===== src/rtl/efr_pkg.sv =====
package efr_pkg;
  localparam int NTYPE = 4;
  localparam int WIN   = 16;
  localparam int CW    = 8;
  typedef logic [NTYPE-1:0] type_vec_t;
endpackage


===== src/rtl/efr_window.sv =====
module efr_window #(
  parameter int NT  = 4,
  parameter int WIN = 16
) (
  input  logic          clk,
  input  logic          rst,
  input  logic          frm_vld,
  input  logic [NT-1:0] frm_err,
  output logic [NT-1:0] seen_o
);
  genvar g;
  generate
    for (g = 0; g < NT; g++) begin : g_type
      logic [WIN-1:0] hist_q;
      logic [WIN-1:0] hist_n;
      always_comb begin
        hist_n = hist_q;
        if (frm_vld) hist_n = {hist_q[WIN-2:0], frm_err[g]};
      end
      always_ff @(posedge clk) begin
        if (rst) hist_q <= '0;
        else     hist_q <= hist_n;
      end
      assign seen_o[g] = |hist_n;
    end
  endgenerate
endmodule


===== src/rtl/efr_sat_cnt.sv =====
module efr_sat_cnt #(
  parameter int CW = 8
) (
  input  logic          clk,
  input  logic          rst,
  input  logic          inc,
  input  logic          clr,
  output logic [CW-1:0] cnt
);
  localparam logic [CW-1:0] TOP = '1;

  always_ff @(posedge clk) begin
    if (rst || clr)               cnt <= '0;
    else if (inc && cnt != TOP)   cnt <= cnt + 1'b1;
  end


  no_wrap_chk: assert property (@(posedge clk) disable iff (rst)
    (cnt == TOP && !clr) |=> cnt == TOP);

  no_drop_chk: assert property (@(posedge clk) disable iff (rst)
    !clr |=> cnt >= $past(cnt));

  clr_zero_chk: assert property (@(posedge clk) disable iff (rst)
    clr |=> cnt == '0);
endmodule


===== src/rtl/efr_banks.sv =====
module efr_banks #(
  parameter int NT = 4
) (
  input  logic          clk,
  input  logic          rst,
  input  logic [NT-1:0] seen,
  input  logic          enter_err,
  input  logic          leave_err,
  input  logic          hist_wr,
  input  logic [NT-1:0] hist_wdata,
  output logic [NT-1:0] act_q,
  output logic [NT-1:0] hist_q,
  output logic          act_any,
  output logic          hist_any
);
  logic [NT-1:0] act_n, hist_n, clr_mask;

  always_comb begin
    clr_mask = hist_wr ? (~hist_wdata & ~act_q) : '0;
    act_n    = act_q;
    hist_n   = hist_q & ~clr_mask;
    if (enter_err) begin
      act_n  = seen;
      hist_n = hist_n | seen;
    end else if (leave_err) begin
      act_n  = '0;
      hist_n = '0;
    end
  end

  always_ff @(posedge clk) begin
    if (rst) begin
      act_q    <= '0;
      hist_q   <= '0;
      act_any  <= 1'b0;
      hist_any <= 1'b0;
    end else begin
      act_q    <= act_n;
      hist_q   <= hist_n;
      act_any  <= |act_n;
      hist_any <= |hist_n;
    end
  end


  act_in_hist_chk: assert property (@(posedge clk) disable iff (rst)
    (act_q & ~hist_q) == '0);

  leave_wipe_chk: assert property (@(posedge clk) disable iff (rst)
    (leave_err && !enter_err) |=> (act_q == '0 && hist_q == '0));

  act_hold_chk: assert property (@(posedge clk) disable iff (rst)
    (!enter_err && !leave_err) |=> $stable(act_q));

  hist_grow_chk: assert property (@(posedge clk) disable iff (rst)
    enter_err |=> ((hist_q & $past(seen)) == $past(seen)));
endmodule


===== src/rtl/err_flag_reg.sv =====
module err_flag_reg
  import efr_pkg::*;
(
  input  logic                clk,
  input  logic                rst,
  input  logic                frm_vld,
  input  logic [NTYPE-1:0]    frm_err,
  input  logic                enter_err,
  input  logic                leave_err,
  input  logic                hist_wr,
  input  logic [NTYPE-1:0]    hist_wdata,
  input  logic [NTYPE-1:0]    cnt_clr,
  output logic [NTYPE-1:0]    act_flags,
  output logic [NTYPE-1:0]    hist_flags,
  output logic                act_any,
  output logic                hist_any,
  output logic [NTYPE*CW-1:0] cnt_flat
);
  type_vec_t seen;

  efr_window #(.NT(NTYPE), .WIN(WIN)) u_win (
    .clk(clk), .rst(rst), .frm_vld(frm_vld), .frm_err(frm_err), .seen_o(seen)
  );

  efr_banks #(.NT(NTYPE)) u_banks (
    .clk(clk), .rst(rst), .seen(seen), .enter_err(enter_err),
    .leave_err(leave_err), .hist_wr(hist_wr), .hist_wdata(hist_wdata),
    .act_q(act_flags), .hist_q(hist_flags), .act_any(act_any), .hist_any(hist_any)
  );

  genvar g;
  generate
    for (g = 0; g < NTYPE; g++) begin : g_cnt
      efr_sat_cnt #(.CW(CW)) u_cnt (
        .clk(clk), .rst(rst), .inc(frm_vld & frm_err[g]), .clr(cnt_clr[g]),
        .cnt(cnt_flat[g*CW +: CW])
      );
    end
  endgenerate


  any_hist_chk: assert property (@(posedge clk) disable iff (rst)
    hist_any == (hist_flags != '0));

  any_act_chk: assert property (@(posedge clk) disable iff (rst)
    act_any == (act_flags != '0));
endmodule


===== config.mk =====
export PLATFORM = sky130hd
export DESIGN_NAME = err_flag_reg
export DESIGN_NICKNAME = d
export VERILOG_FILES = /design/src/rtl/efr_pkg.sv /design/src/rtl/efr_window.sv /design/src/rtl/efr_sat_cnt.sv /design/src/rtl/efr_banks.sv /design/src/rtl/err_flag_reg.sv
export SDC_FILE = /design/constraint.sdc
export NUM_CORES = 1
export LEC_CHECK = 0
export BUFFER_PORTS_ARGS = -buffer_cell sky130_fd_sc_hd__buf_2
export CORE_MARGIN = 2
export CORE_UTILIZATION = 51
export DETAILED_ROUTE_END_ITERATION = 7
export GPL_ROUTABILITY_DRIVEN = 0
export PLACE_DENSITY = 0.85
export SYNTH_ARGS = -nofsm -noshare
export SYNTH_HDL_FRONTEND = slang
export SYNTH_SLANG_ARGS = --single-unit

===== constraint.sdc =====
create_clock -name clk -period 1.4 [get_ports clk]
set_input_delay 0.28 -clock clk [delete_from_list [all_inputs] [get_ports clk]]
set_output_delay 0.28 -clock clk [all_outputs]
set_load 0.01 [all_outputs]

==> results of run 1 <==
[worst max path at each step]
stage	from	end	slack, ns	depth (start not counted)
2_1_floorplan	g_cnt[1].u_cnt.cnt[0]	g_cnt[1].u_cnt.cnt[4]	-0.01	6
3_3_place_gp	u_win.g_type[1].hist_q[3]	u_banks.hist_any	-0.15	6
3_5_place_dp	u_win.g_type[1].hist_q[2]	u_banks.hist_any	-0.24	6
4_1_cts	g_cnt[1].u_cnt.cnt[0]	g_cnt[1].u_cnt.cnt[5]	-0.08	6
5_1_grt	g_cnt[2].u_cnt.cnt[0]	g_cnt[2].u_cnt.cnt[3]	-0.16	7
6_report	g_cnt[2].u_cnt.cnt[0]	g_cnt[2].u_cnt.cnt[3]	-0.10	7
[metal layers]
layer  share of wire (%)  routed length, um  track usage, %  vias up
met5                   0                  0               0        -
met2                  53               5880            39.9      119
met4                 2.9                324            9.88        0
li1                    -                  -               -     1789
met3                 5.0                557            4.66       34
met1                  40               4430            27.0     1837
[placed cells by master (no fill, tap or decap), types with 3 or more instances in the layout]
master                      n
sky130_fd_sc_hd__a21oi_1   16
sky130_fd_sc_hd__and2_4     3
sky130_fd_sc_hd__and3_1     5
sky130_fd_sc_hd__buf_2     58
sky130_fd_sc_hd__buf_4     75
sky130_fd_sc_hd__buf_6      3
sky130_fd_sc_hd__clkbuf_8  12
sky130_fd_sc_hd__dfxtp_1   86
sky130_fd_sc_hd__dfxtp_2   17
sky130_fd_sc_hd__dfxtp_4    3
sky130_fd_sc_hd__ha_4       4
sky130_fd_sc_hd__inv_1      4
sky130_fd_sc_hd__mux2i_1   61
sky130_fd_sc_hd__nand2_1   15
sky130_fd_sc_hd__nand2_4    4
sky130_fd_sc_hd__nand2b_1  11
sky130_fd_sc_hd__nand3_1   10
sky130_fd_sc_hd__nand4_1   12
sky130_fd_sc_hd__nor2_1    88
sky130_fd_sc_hd__nor2_2     5
sky130_fd_sc_hd__nor3_1     6
sky130_fd_sc_hd__nor4_2     5
sky130_fd_sc_hd__nor4_4     7
sky130_fd_sc_hd__o21ai_1    4
sky130_fd_sc_hd__o311ai_0   3
sky130_fd_sc_hd__or2_2      4
sky130_fd_sc_hd__xnor2_1    7
sky130_fd_sc_hd__xor2_1    16
[power breakdown]
| part | leakage [nW] | internal, mW | switching, mW |
|---|---|---|---|
| logic | 1.63 | 0.215 | 0.259 |
| registers | 0.868 | 3.05 | 0.0302 |
| clock network | 0.120 | 1.16 | 1.02 |
| total | 2.62 | 4.43 | 1.31 |
[worst register-to-register path: stages (launching register included)]
cell and delay (ns):
sky130_fd_sc_hd__dfxtp_4 0.36, sky130_fd_sc_hd__ha_4 0.15, sky130_fd_sc_hd__and2_4 0.16, sky130_fd_sc_hd__a41oi_4 0.27
sky130_fd_sc_hd__buf_6 0.17, sky130_fd_sc_hd__nand4_1 0.11, sky130_fd_sc_hd__xor2_1 0.14, sky130_fd_sc_hd__nor2_1 0.05
[registers in the layout, summed over array words and instances (netlist names)]
signal and count:
g_cnt.u_cnt.cnt 32, u_banks.act_any 1, u_banks.act_q 4, u_banks.hist_any 1, u_banks.hist_q 4, u_win.g_type.hist_q 64
[logic make-up (layout without fill, tap and decap cells)]
kind of cell	Yosys count	after routing	synth area share, %
AO/OA/AOI/OAI	36	36	6.21
multiplexers	61	61	14.3
buffers and inverters	24	157	2.58
XOR/XNOR	24	24	4.92
flip-flops	106	106	49.7
AND/OR/NAND/NOR	188	188	21.1
adder cells (fa/ha/maj)	4	4	1.17
[cell type report]
| cell class | count | area, um^2 | share of cell area [%] |
|---|---|---|---|
| Tap cell | 105 | 131 | 2.28 |
| Inverter | 4 | 15.0 | 0.260 |
| Multi-Input combinational cell | 313 | 2330 | 40.3 |
| Sequential cell | 106 | 2150 | 37.3 |
| Clock buffer | 13 | 169 | 2.93 |
| Timing Repair Buffer | 137 | 907 | 15.7 |
| Clock inverter | 3 | 68.8 | 1.19 |
[timing repair]
action,4_1_cts,5_1_grt
endpoints found under the setup margin,16,34
pin swaps,20,39
hold endpoints to repair,0,0
buffers inserted,3,7
resized for setup,22,49
==> flow_summary.json, run 1 <==
{
  "async_flop_share_pct": 0,
  "antenna_found_initial": 0,
  "finalNonFillerCells": 681,
  "cts_hold_buf": 0,
  "die_width_um": 95.5,
  "timing.final.crit_share_pct": 107,
  "antennaDiodeCount": 0,
  "drt_wl_total_um": 11200,
  "cts.sinks": 106,
  "max-clock-path-buffers": 2,
  "crit_required_ns": 1.67,
  "timing.critical_path.slowest_cell_delay_ns": 0.36,
  "postSynthRegisterBits": 106,
  "timing.critical_path.max_delay_family": "flip-flops",
  "cts_root_buf": "sky130_fd_sc_hd__clkbuf_8",
  "violations": "negative setup slack",
  "grt_start_max_net_pins": 33,
  "dpl.cell_count": 656,
  "final_cell_area_mm2": 0.00577,
  "route.detailed.drc": 0,
  "worstMarginPinSlew_ns": 0.472,
  "finish.utilization_pct": 70.6,
  "floorplan.rows": 33,
  "worst_r2r_endpoint": "g_cnt[2].u_cnt.cnt[3]",
  "setup.worst_path.start_class": "flip-flop",
  "fp.dieArea_mm2": 0.00912,
  "drv.max_cap_violation_count": 0,
  "reg2regPathDepth": 7,
  "post_synth.cell_area_avg_um2": 9.64,
  "netlist.top_cell.by_area": "sky130_fd_sc_hd__dfxtp_1",
  "synth.top_cell.area_share_pct": 49.7,
  "floorplan.core_area_mm2": 0.00818,
  "outcome": "finished with violations",
  "ys_warns": 0,
  "max_slew_margin_pct": 68.1,
  "drt_pass1_iterations": 4,
  "hp-start": "frm_err[2]",
  "placement.io_buffers": 59,
  "detail_route.vias_per_cell": 5.55,
  "rsz0062_at_grt": "yes",
  "finalHoldViolations": 0,
  "synthToLayoutAreaGrowth_pct": 35.1,
  "worst_clock_skew_ns": 0.0131,
  "edff_count_synth": 0,
  "grt.total_usage_pct": 22.8,
  "synth_nets": 465,
  "drtAntennaViolNets": 0,
  "setup_violations": 16,
  "syn-instance-count": 443,
  "critPathKind": "flip-flop to flip-flop",
  "vdd.ir_drop.worst_uv": 536,
  "number_of_top_level_pins": 60,
  "design.final.nets": 593,
  "detailedPlace.worstSlack_ns": -0.238,
  "num-fill-cells": 536,
  "final.setup.worst_slack_ns": -0.103,
  "power.density_mw_per_mm2": 993,
  "chipHeight_um": 95.5,
  "wire_length_of_the_first_global_routing_pass_um": 16400,
  "initial_core_util_pct": 52.2,
  "detailedRoute.firstIterationViolations": 171,
  "final_layout_size_suffix_gt1_share_pct": 38.2,
  "vias": 3779,
  "r2r_setup_slack_ns": -0.10,
  "first_global_vias": 3595,
  "max_clk_rate_mhz": 665,
  "p_total_mw": 5.73,
  "post_dp_cell_area_mm2": 0.00518,
  "clock_tree.htree_level_count": 3,
  "finalWorstPathRequiredPeriod_ns": 1.50,
  "leakage_nw": 2.62,
  "critPathMaxFanout": 4,
  "synth_seq_area_share_pct": 49.7,
  "clock_latency_ns": 0.37,
  "slew_violations": 0,
  "worstSetupEndpointType": "flip-flop",
  "mappedNetlistArea_mm2": 0.00427,
  "cts_buffers": 9,
  "r2r-start": "g_cnt[2].u_cnt.cnt[0]",
  "setup_total_negative_slack_ns": -0.888,
  "overflow": 0,
  "worstHoldPathCells": 3,
  "top_area_cells_in_the_synthesized_netlist": "sky130_fd_sc_hd__dfxtp_1 (50%), sky130_fd_sc_hd__mux2i_1 (14%), sky130_fd_sc_hd__nor2_1 (8.2%), sky130_fd_sc_hd__xor2_1 (3.3%), sky130_fd_sc_hd__a21oi_1 (2.1%)",
  "clkSlewWorstSetupHoldPaths_ns": 0.10,
  "dp_hpwl_um": 7030,
  "yosys.cell_count.top_type": "sky130_fd_sc_hd__dfxtp_1",
  "hold_slack_ns": 0.213,
  "synth_top_cells_by_count": "sky130_fd_sc_hd__dfxtp_1 (106), sky130_fd_sc_hd__nor2_1 (93), sky130_fd_sc_hd__mux2i_1 (61)",
  "critical_path.slowest_cell": "sky130_fd_sc_hd__dfxtp_4",
  "routedWlPerCell_um": 16.4,
  "critical_path.cell_chain": "ha_4 > and2_4 > a41oi_4 > buf_6 > nand4_1 > xor2_1 > nor2_1",
  "yosys_most_used_dff": "sky130_fd_sc_hd__dfxtp_1",
  "yosysUniqueCellTypes": 34,
  "worst_endpoint_data_arrival_time_ns": 1.77,
  "min-delay-path-class": "input pin to flip-flop",
  "cp.buffers_inverters": 1,
  "cts_tree": "done",
  "timing.hold.worst_endpoint": "u_win.g_type[2].hist_q[0]"
}
Note: power is estimated with default switching activity, not from simulation.
==> inputs of run 2 (changes only) <==
- PLACE_DENSITY: 0.85 -> 0.75
==> run 2 against run 1 <==
  * The run still ends with negative setup slack left
  * Critical path depth unchanged
  * Die area is the same
  * Worst hold slack improved by 0.029 ns
  * Setup slack improved by 0.032 ns
  * Via count down 3.8%
  * Routed wire length down 12%
  * Register-to-register slack better by 0.03 ns
==> flow_summary.json, run 2 (synthesis gave the netlist of run 1 again) <==
{
  "critical_path.cell_chain": "ha_4 > and2_4 > a41oi_4 > buf_4 > buf_6 > xnor2_1 > nor2_1",
  "detail_route.vias_per_cell": 5.28,
  "leakage_nw": 2.62,
  "floorplan.core_area_mm2": 0.00818,
  "timing.critical_path.slowest_cell_delay_ns": 0.36,
  "num-fill-cells": 598,
  "switchingPower_mw": 1.32,
  "timing.hold.worst_endpoint": "u_win.g_type[2].hist_q[0]",
  "slew_violations": 0,
  "max_clk_rate_mhz": 680,
  "cts_tree": "done",
  "routedWlPerCell_um": 14.2,
  "overflow": 0,
  "rsz0062_at_grt": "yes",
  "clock_tree.htree_level_count": 3,
  "power.density_mw_per_mm2": 930,
  "max_slew_margin_pct": 70.2,
  "clock_latency_ns": 0.37,
  "grt.total_usage_pct": 21.4,
  "setup.worst_path.start_class": "flip-flop",
  "antenna_found_initial": 0,
  "internal_power_mw": 4.02,
  "fp.dieArea_mm2": 0.00912,
  "worstMarginPinSlew_ns": 0.441,
  "drtAntennaViolNets": 0,
  "largest_register": "u_win.g_type.hist_q",
  "crit_required_ns": 1.66,
  "max-clock-path-buffers": 2,
  "final_layout_size_suffix_gt1_share_pct": 38.1,
  "largest_register_ffs": 64,
  "reg2regPathDepth": 7,
  "finalWorstPathRequiredPeriod_ns": 1.47,
  "chipHeight_um": 95.5,
  "floorplan.rows": 33,
  "detailedRoute.firstIterationViolations": 171,
  "drt_pass1_iterations": 5,
  "placement.io_buffers": 59,
  "final.setup.worst_slack_ns": -0.0702,
  "initial_core_util_pct": 52.2,
  "violations": "negative setup slack",
  "outcome": "finished with violations",
  "r2r-start": "g_cnt[2].u_cnt.cnt[0]",
  "critPathMaxFanout": 7,
  "grt_start_max_net_pins": 33,
  "critical_path.slowest_cell": "sky130_fd_sc_hd__dfxtp_4",
  "synthToLayoutAreaGrowth_pct": 34.2,
  "timing.final.crit_share_pct": 105,
  "worst_r2r_endpoint": "g_cnt[2].u_cnt.cnt[0]",
  "mostFrequentLayoutCell": "sky130_fd_sc_hd__dfxtp_1",
  "setup_violations": 13,
  "detailedPlace.worstSlack_ns": -0.128,
  "combPwrFrac_pct": 8.8,
  "critPathKind": "flip-flop to flip-flop",
  "post_dp_cell_area_mm2": 0.00525,
  "multiInputGateArea_mm2": 0.00230,
  "min-delay-path-class": "input pin to flip-flop",
  "antennaDiodeCount": 0,
  "vias": 3634,
  "drt_wl_total_um": 9800,
  "cp.buffers_inverters": 2,
  "dpl.cell_count": 667,
  "cts_buffers": 9,
  "pwr-share-clk_pct": 33.5,
  "design.final.nets": 600,
  "final_cell_mix": "sky130_fd_sc_hd__dfxtp_1 (91), sky130_fd_sc_hd__nor2_1 (89), sky130_fd_sc_hd__buf_4 (84)",
  "worst_clock_skew_ns": 0.0104,
  "worstSetupEndpointType": "flip-flop",
  "cts_root_buf": "sky130_fd_sc_hd__clkbuf_8",
  "leading_registers_by_flop_count": "u_win.g_type.hist_q: 64 flops, g_cnt.u_cnt.cnt: 32 flops",
  "finalHoldViolations": 0,
  "drv.max_cap_violation_count": 0,
  "finalNonFillerCells": 688,
  "p_total_mw": 5.33,
  "hp-start": "frm_err[2]",
  "share_seq_of_total_power_pct": 57.7,
  "r2r_setup_slack_ns": -0.07,
  "power.share.switching_pct": 24.7,
  "route.detailed.drc": 0,
  "timing.critical_path.max_delay_family": "flip-flops",
  "vdd.ir_drop.worst_uv": 677,
  "final_cell_area_mm2": 0.00573,
  "clkSlewWorstSetupHoldPaths_ns": 0.09,
  "cts.sinks": 106,
  "sequential_cell_area_mm2": 0.00215,
  "dp_hpwl_um": 6810,
  "number_of_top_level_pins": 60,
  "first_global_vias": 3403,
  "worst_endpoint_data_arrival_time_ns": 1.73,
  "die_width_um": 95.5,
  "wire_length_of_the_first_global_routing_pass_um": 15300,
  "worstHoldPathCells": 3
}
[run 2: metal layers]
layer  track usage [%]  part of all wire (%)
met5                 0                     0
met4              6.79                   1.0
met3              4.82                   3.7
met2              36.2                    51
met1              27.0                    44
[run 2: final cells by class]
cell class	instances	area share, %
Tap cell	105	2.29
Clock inverter	5	0.677
Inverter	4	0.262
Multi-Input combinational cell	313	40.2
Timing Repair Buffer	144	16.5
Clock buffer	11	2.64
Sequential cell	106	37.5
[run 2: worst max-delay path by stage]
stage                            end                   from  cells past startpoint
2_1_floorplan  g_cnt[1].u_cnt.cnt[4]  g_cnt[1].u_cnt.cnt[0]                      6
3_3_place_gp        u_banks.hist_any                frm_vld                      7
3_5_place_dp        u_banks.hist_any                frm_vld                      7
4_1_cts        g_cnt[2].u_cnt.cnt[7]  g_cnt[2].u_cnt.cnt[0]                      6
5_1_grt        g_cnt[1].u_cnt.cnt[5]  g_cnt[1].u_cnt.cnt[1]                      6
6_report       g_cnt[2].u_cnt.cnt[0]  g_cnt[2].u_cnt.cnt[0]                      7
[run 2: power groups by stage]
stage          Sequential, mW  Combinational, mW  Clock (mW)
6_report                 3.08              0.469        1.79
5_1_grt                  3.08              0.506        1.93
4_1_cts                  3.08              0.435        1.83
3_5_place_dp             3.14              0.425           0
3_3_place_gp             3.14              0.415           0
2_1_floorplan            3.16              0.236           0
[run 2: through the flow]
| stage | hold slack (ns) | util [%] | TNS, ns |
|---|---|---|---|
| finish | 0.242 | 70.1 | -0.522 |
| floorplan | 0.444 | - | -0.0185 |
| detailed placement | 0.479 | 64.2 | -0.922 |
| global placement | 0.469 | 64.2 | -0.504 |
| CTS | 0.218 | 67.3 | -0.488 |
| global route | 0.238 | 70.1 | -1.40 |
[run 2: timing repair]
action | 4_1_cts | 5_1_grt
pin swaps | 7 | 25
cloned | 0 | 0
setup buffers | 3 | 2
resized for setup | 8 | 50
endpoints found under the setup margin | 14 | 36
hold buffers | 0 | 0
[run 2: tightest hold or removal path, delay by kind of cell]
family          cells  cell delay, ns
simple gates        1            0.08
buf+inv             1            0.13
compound gates      1            0.07
==> inputs of run 3 (changes only) <==
- CORE_UTILIZATION: 51 -> 61
- PLACE_DENSITY: 0.75 -> 0.84
- clock period: 1.4 -> 1.8 ns (I/O delays scaled with it)
==> run 3 against run 2 <==
  * The run now ends clean
  * Core utilization rose by 1.1 points
  * Via count fell by 10%
  * Clock-buffer cell count is 1 higher
  * Worst hold slack better by 0.046 ns
  * Non-clock buffer count down 81
==> flow_summary.json, run 3 (synthesis gave the netlist of run 1 again) <==
{
  "outcome": "completed",
  "drt_pass1_iterations": 5,
  "overflow": 0,
  "clkSlewWorstSetupHoldPaths_ns": 0.10,
  "setup_violations": 0,
  "placement.io_buffers": 59,
  "cts.sinks": 106,
  "critPathKind": "flip-flop to flip-flop",
  "post_dp_cell_area_mm2": 0.00464,
  "drtAntennaViolNets": 0,
  "cts_buffers": 9,
  "synthToLayoutAreaGrowth_pct": 13.2,
  "cts_tree": "done",
  "critical_path.cell_chain": "ha_1 > and2_1 > a41oi_4 > nand4_1 > xor2_1 > nor2_1",
  "cts_hold_buf": 0,
  "floorplan.rows": 30,
  "route.detailed.drc": 0,
  "dpl.cell_count": 582,
  "critical_path.endpoint": "g_cnt[1].u_cnt.cnt[5]",
  "worstMarginPinSlew_ns": 0.586,
  "drv.max_cap_violation_count": 0,
  "wire_length_of_the_first_global_routing_pass_um": 13300,
  "worst_endpoint_data_arrival_time_ns": 1.97,
  "finalHoldViolations": 0,
  "detail_route.vias_per_cell": 5.45,
  "vias": 3259,
  "cp.buffers_inverters": 0,
  "worstSetupEndpointType": "flip-flop",
  "r2r-start": "g_cnt[1].u_cnt.cnt[0]",
  "finalWorstPathRequiredPeriod_ns": 1.71,
  "min-delay-path-class": "input pin to flip-flop",
  "grt_start_max_net_pins": 66,
  "max-clock-path-buffers": 2,
  "p_total_mw": 4.09,
  "worst_r2r_endpoint": "g_cnt[1].u_cnt.cnt[5]",
  "vdd.ir_drop.worst_uv": 636,
  "grt.total_usage_pct": 21.8,
  "crit_required_ns": 2.06,
  "setup_total_negative_slack_ns": 0,
  "critPathMaxFanout": 7,
  "largest_register": "u_win.g_type.hist_q",
  "antenna_found_initial": 0,
  "routedWlPerCell_um": 13.7,
  "floorplan.core_area_mm2": 0.00679,
  "first_global_vias": 2934,
  "hold_slack_ns": 0.288,
  "leakage_nw": 2.11,
  "timing.critical_path.slowest_cell_delay_ns": 0.39,
  "antennaDiodeCount": 0,
  "largest_register_ffs": 64,
  "final.setup.worst_slack_ns": 0.0921,
  "die_width_um": 87.7,
  "final_layout_size_suffix_gt1_share_pct": 18.7,
  "finish.utilization_pct": 71.2,
  "crit_cells": 6,
  "mostFrequentLayoutCell": "sky130_fd_sc_hd__dfxtp_1",
  "clock_tree.htree_level_count": 3,
  "cts_root_buf": "sky130_fd_sc_hd__clkbuf_8",
  "worst_clock_skew_ns": 0.00862,
  "timing.critical_path.max_delay_family": "simple AND/OR/NAND/NOR gates",
  "critPathLaunch": "g_cnt[1].u_cnt.cnt[0]",
  "slew_violations": 0,
  "clock_latency_ns": 0.37,
  "detailedRoute.firstIterationViolations": 167,
  "postCtsSetupRepairBufs": 0,
  "final_cell_area_mm2": 0.00484,
  "r2r_setup_slack_ns": 0.09,
  "critical_path.slowest_cell": "sky130_fd_sc_hd__dfxtp_1",
  "rsz0062_at_grt": "no",
  "design.final.nets": 519,
  "final_cell_mix": "sky130_fd_sc_hd__dfxtp_1 (106), sky130_fd_sc_hd__nor2_1 (93), sky130_fd_sc_hd__mux2i_1 (61)",
  "number_of_top_level_pins": 60,
  "leading_registers_by_flop_count": "u_win.g_type.hist_q: 64 flops, g_cnt.u_cnt.cnt: 32 flops",
  "detailedPlace.worstSlack_ns": 0.115,
  "drt_wl_total_um": 8190,
  "post_cts_resize_count": 0,
  "dp_hpwl_um": 5780,
  "max_clk_rate_mhz": 586,
  "finalNonFillerCells": 598,
  "reg2regPathDepth": 6,
  "timing.final.crit_share_pct": 94.9,
  "num-fill-cells": 519,
  "power.density_mw_per_mm2": 846,
  "fp.dieArea_mm2": 0.00769,
  "setup.worst_path.start_class": "flip-flop",
  "max_slew_margin_pct": 60.4,
  "initial_core_util_pct": 62.9,
  "chipHeight_um": 87.7
}
run 3: worst min-delay path by stage:
stage                                    start                         end  slack, ns  cells past startpoint
finish                              frm_err[0]   u_win.g_type[0].hist_q[0]       0.29                      3
global route                        frm_err[2]   u_win.g_type[2].hist_q[0]       0.30                      3
CTS                                 frm_err[0]   u_win.g_type[0].hist_q[0]       0.28                      3
detailed placement  u_win.g_type[2].hist_q[14]  u_win.g_type[2].hist_q[15]       0.47                      2
global placement    u_win.g_type[1].hist_q[15]  u_win.g_type[1].hist_q[15]       0.46                      2
floorplan           u_win.g_type[0].hist_q[15]  u_win.g_type[0].hist_q[15]       0.46                      2
run 3: routing by layer:
layer	global-route usage [%]	wire length [um]	vias up
met5	0	0	-
met3	4.90	451	11
met4	8.53	95	0
met2	36.0	3800	99
li1	-	-	1640
met1	27.9	3840	1509
run 3: where the power goes:
group / switching (mW) / leakage (nW) / internal (mW)
registers: 0.0245 / 0.857 / 2.37
logic: 0.158 / 1.15 / 0.112
clock network: 0.795 / 0.0992 / 0.627
total: 0.977 / 2.11 / 3.11
run 3: worst min-delay path, stage by stage:
cell and delay (ns):
sky130_fd_sc_hd__buf_2 0.12, sky130_fd_sc_hd__nand2_1 0.07, sky130_fd_sc_hd__a21oi_1 0.06
run 3: area by class of cell:
cell class              count  area [um^2]  share of cell area, %
flip-flops and latches    106         2120                   43.9
clock buffers              12          165                   3.42
clock inverters             4         33.8                  0.699
well taps                  96          120                   2.48
repair buffers             63          340                   7.04
inverters                   4         15.0                  0.310
multi-input cells         313         2040                   42.2
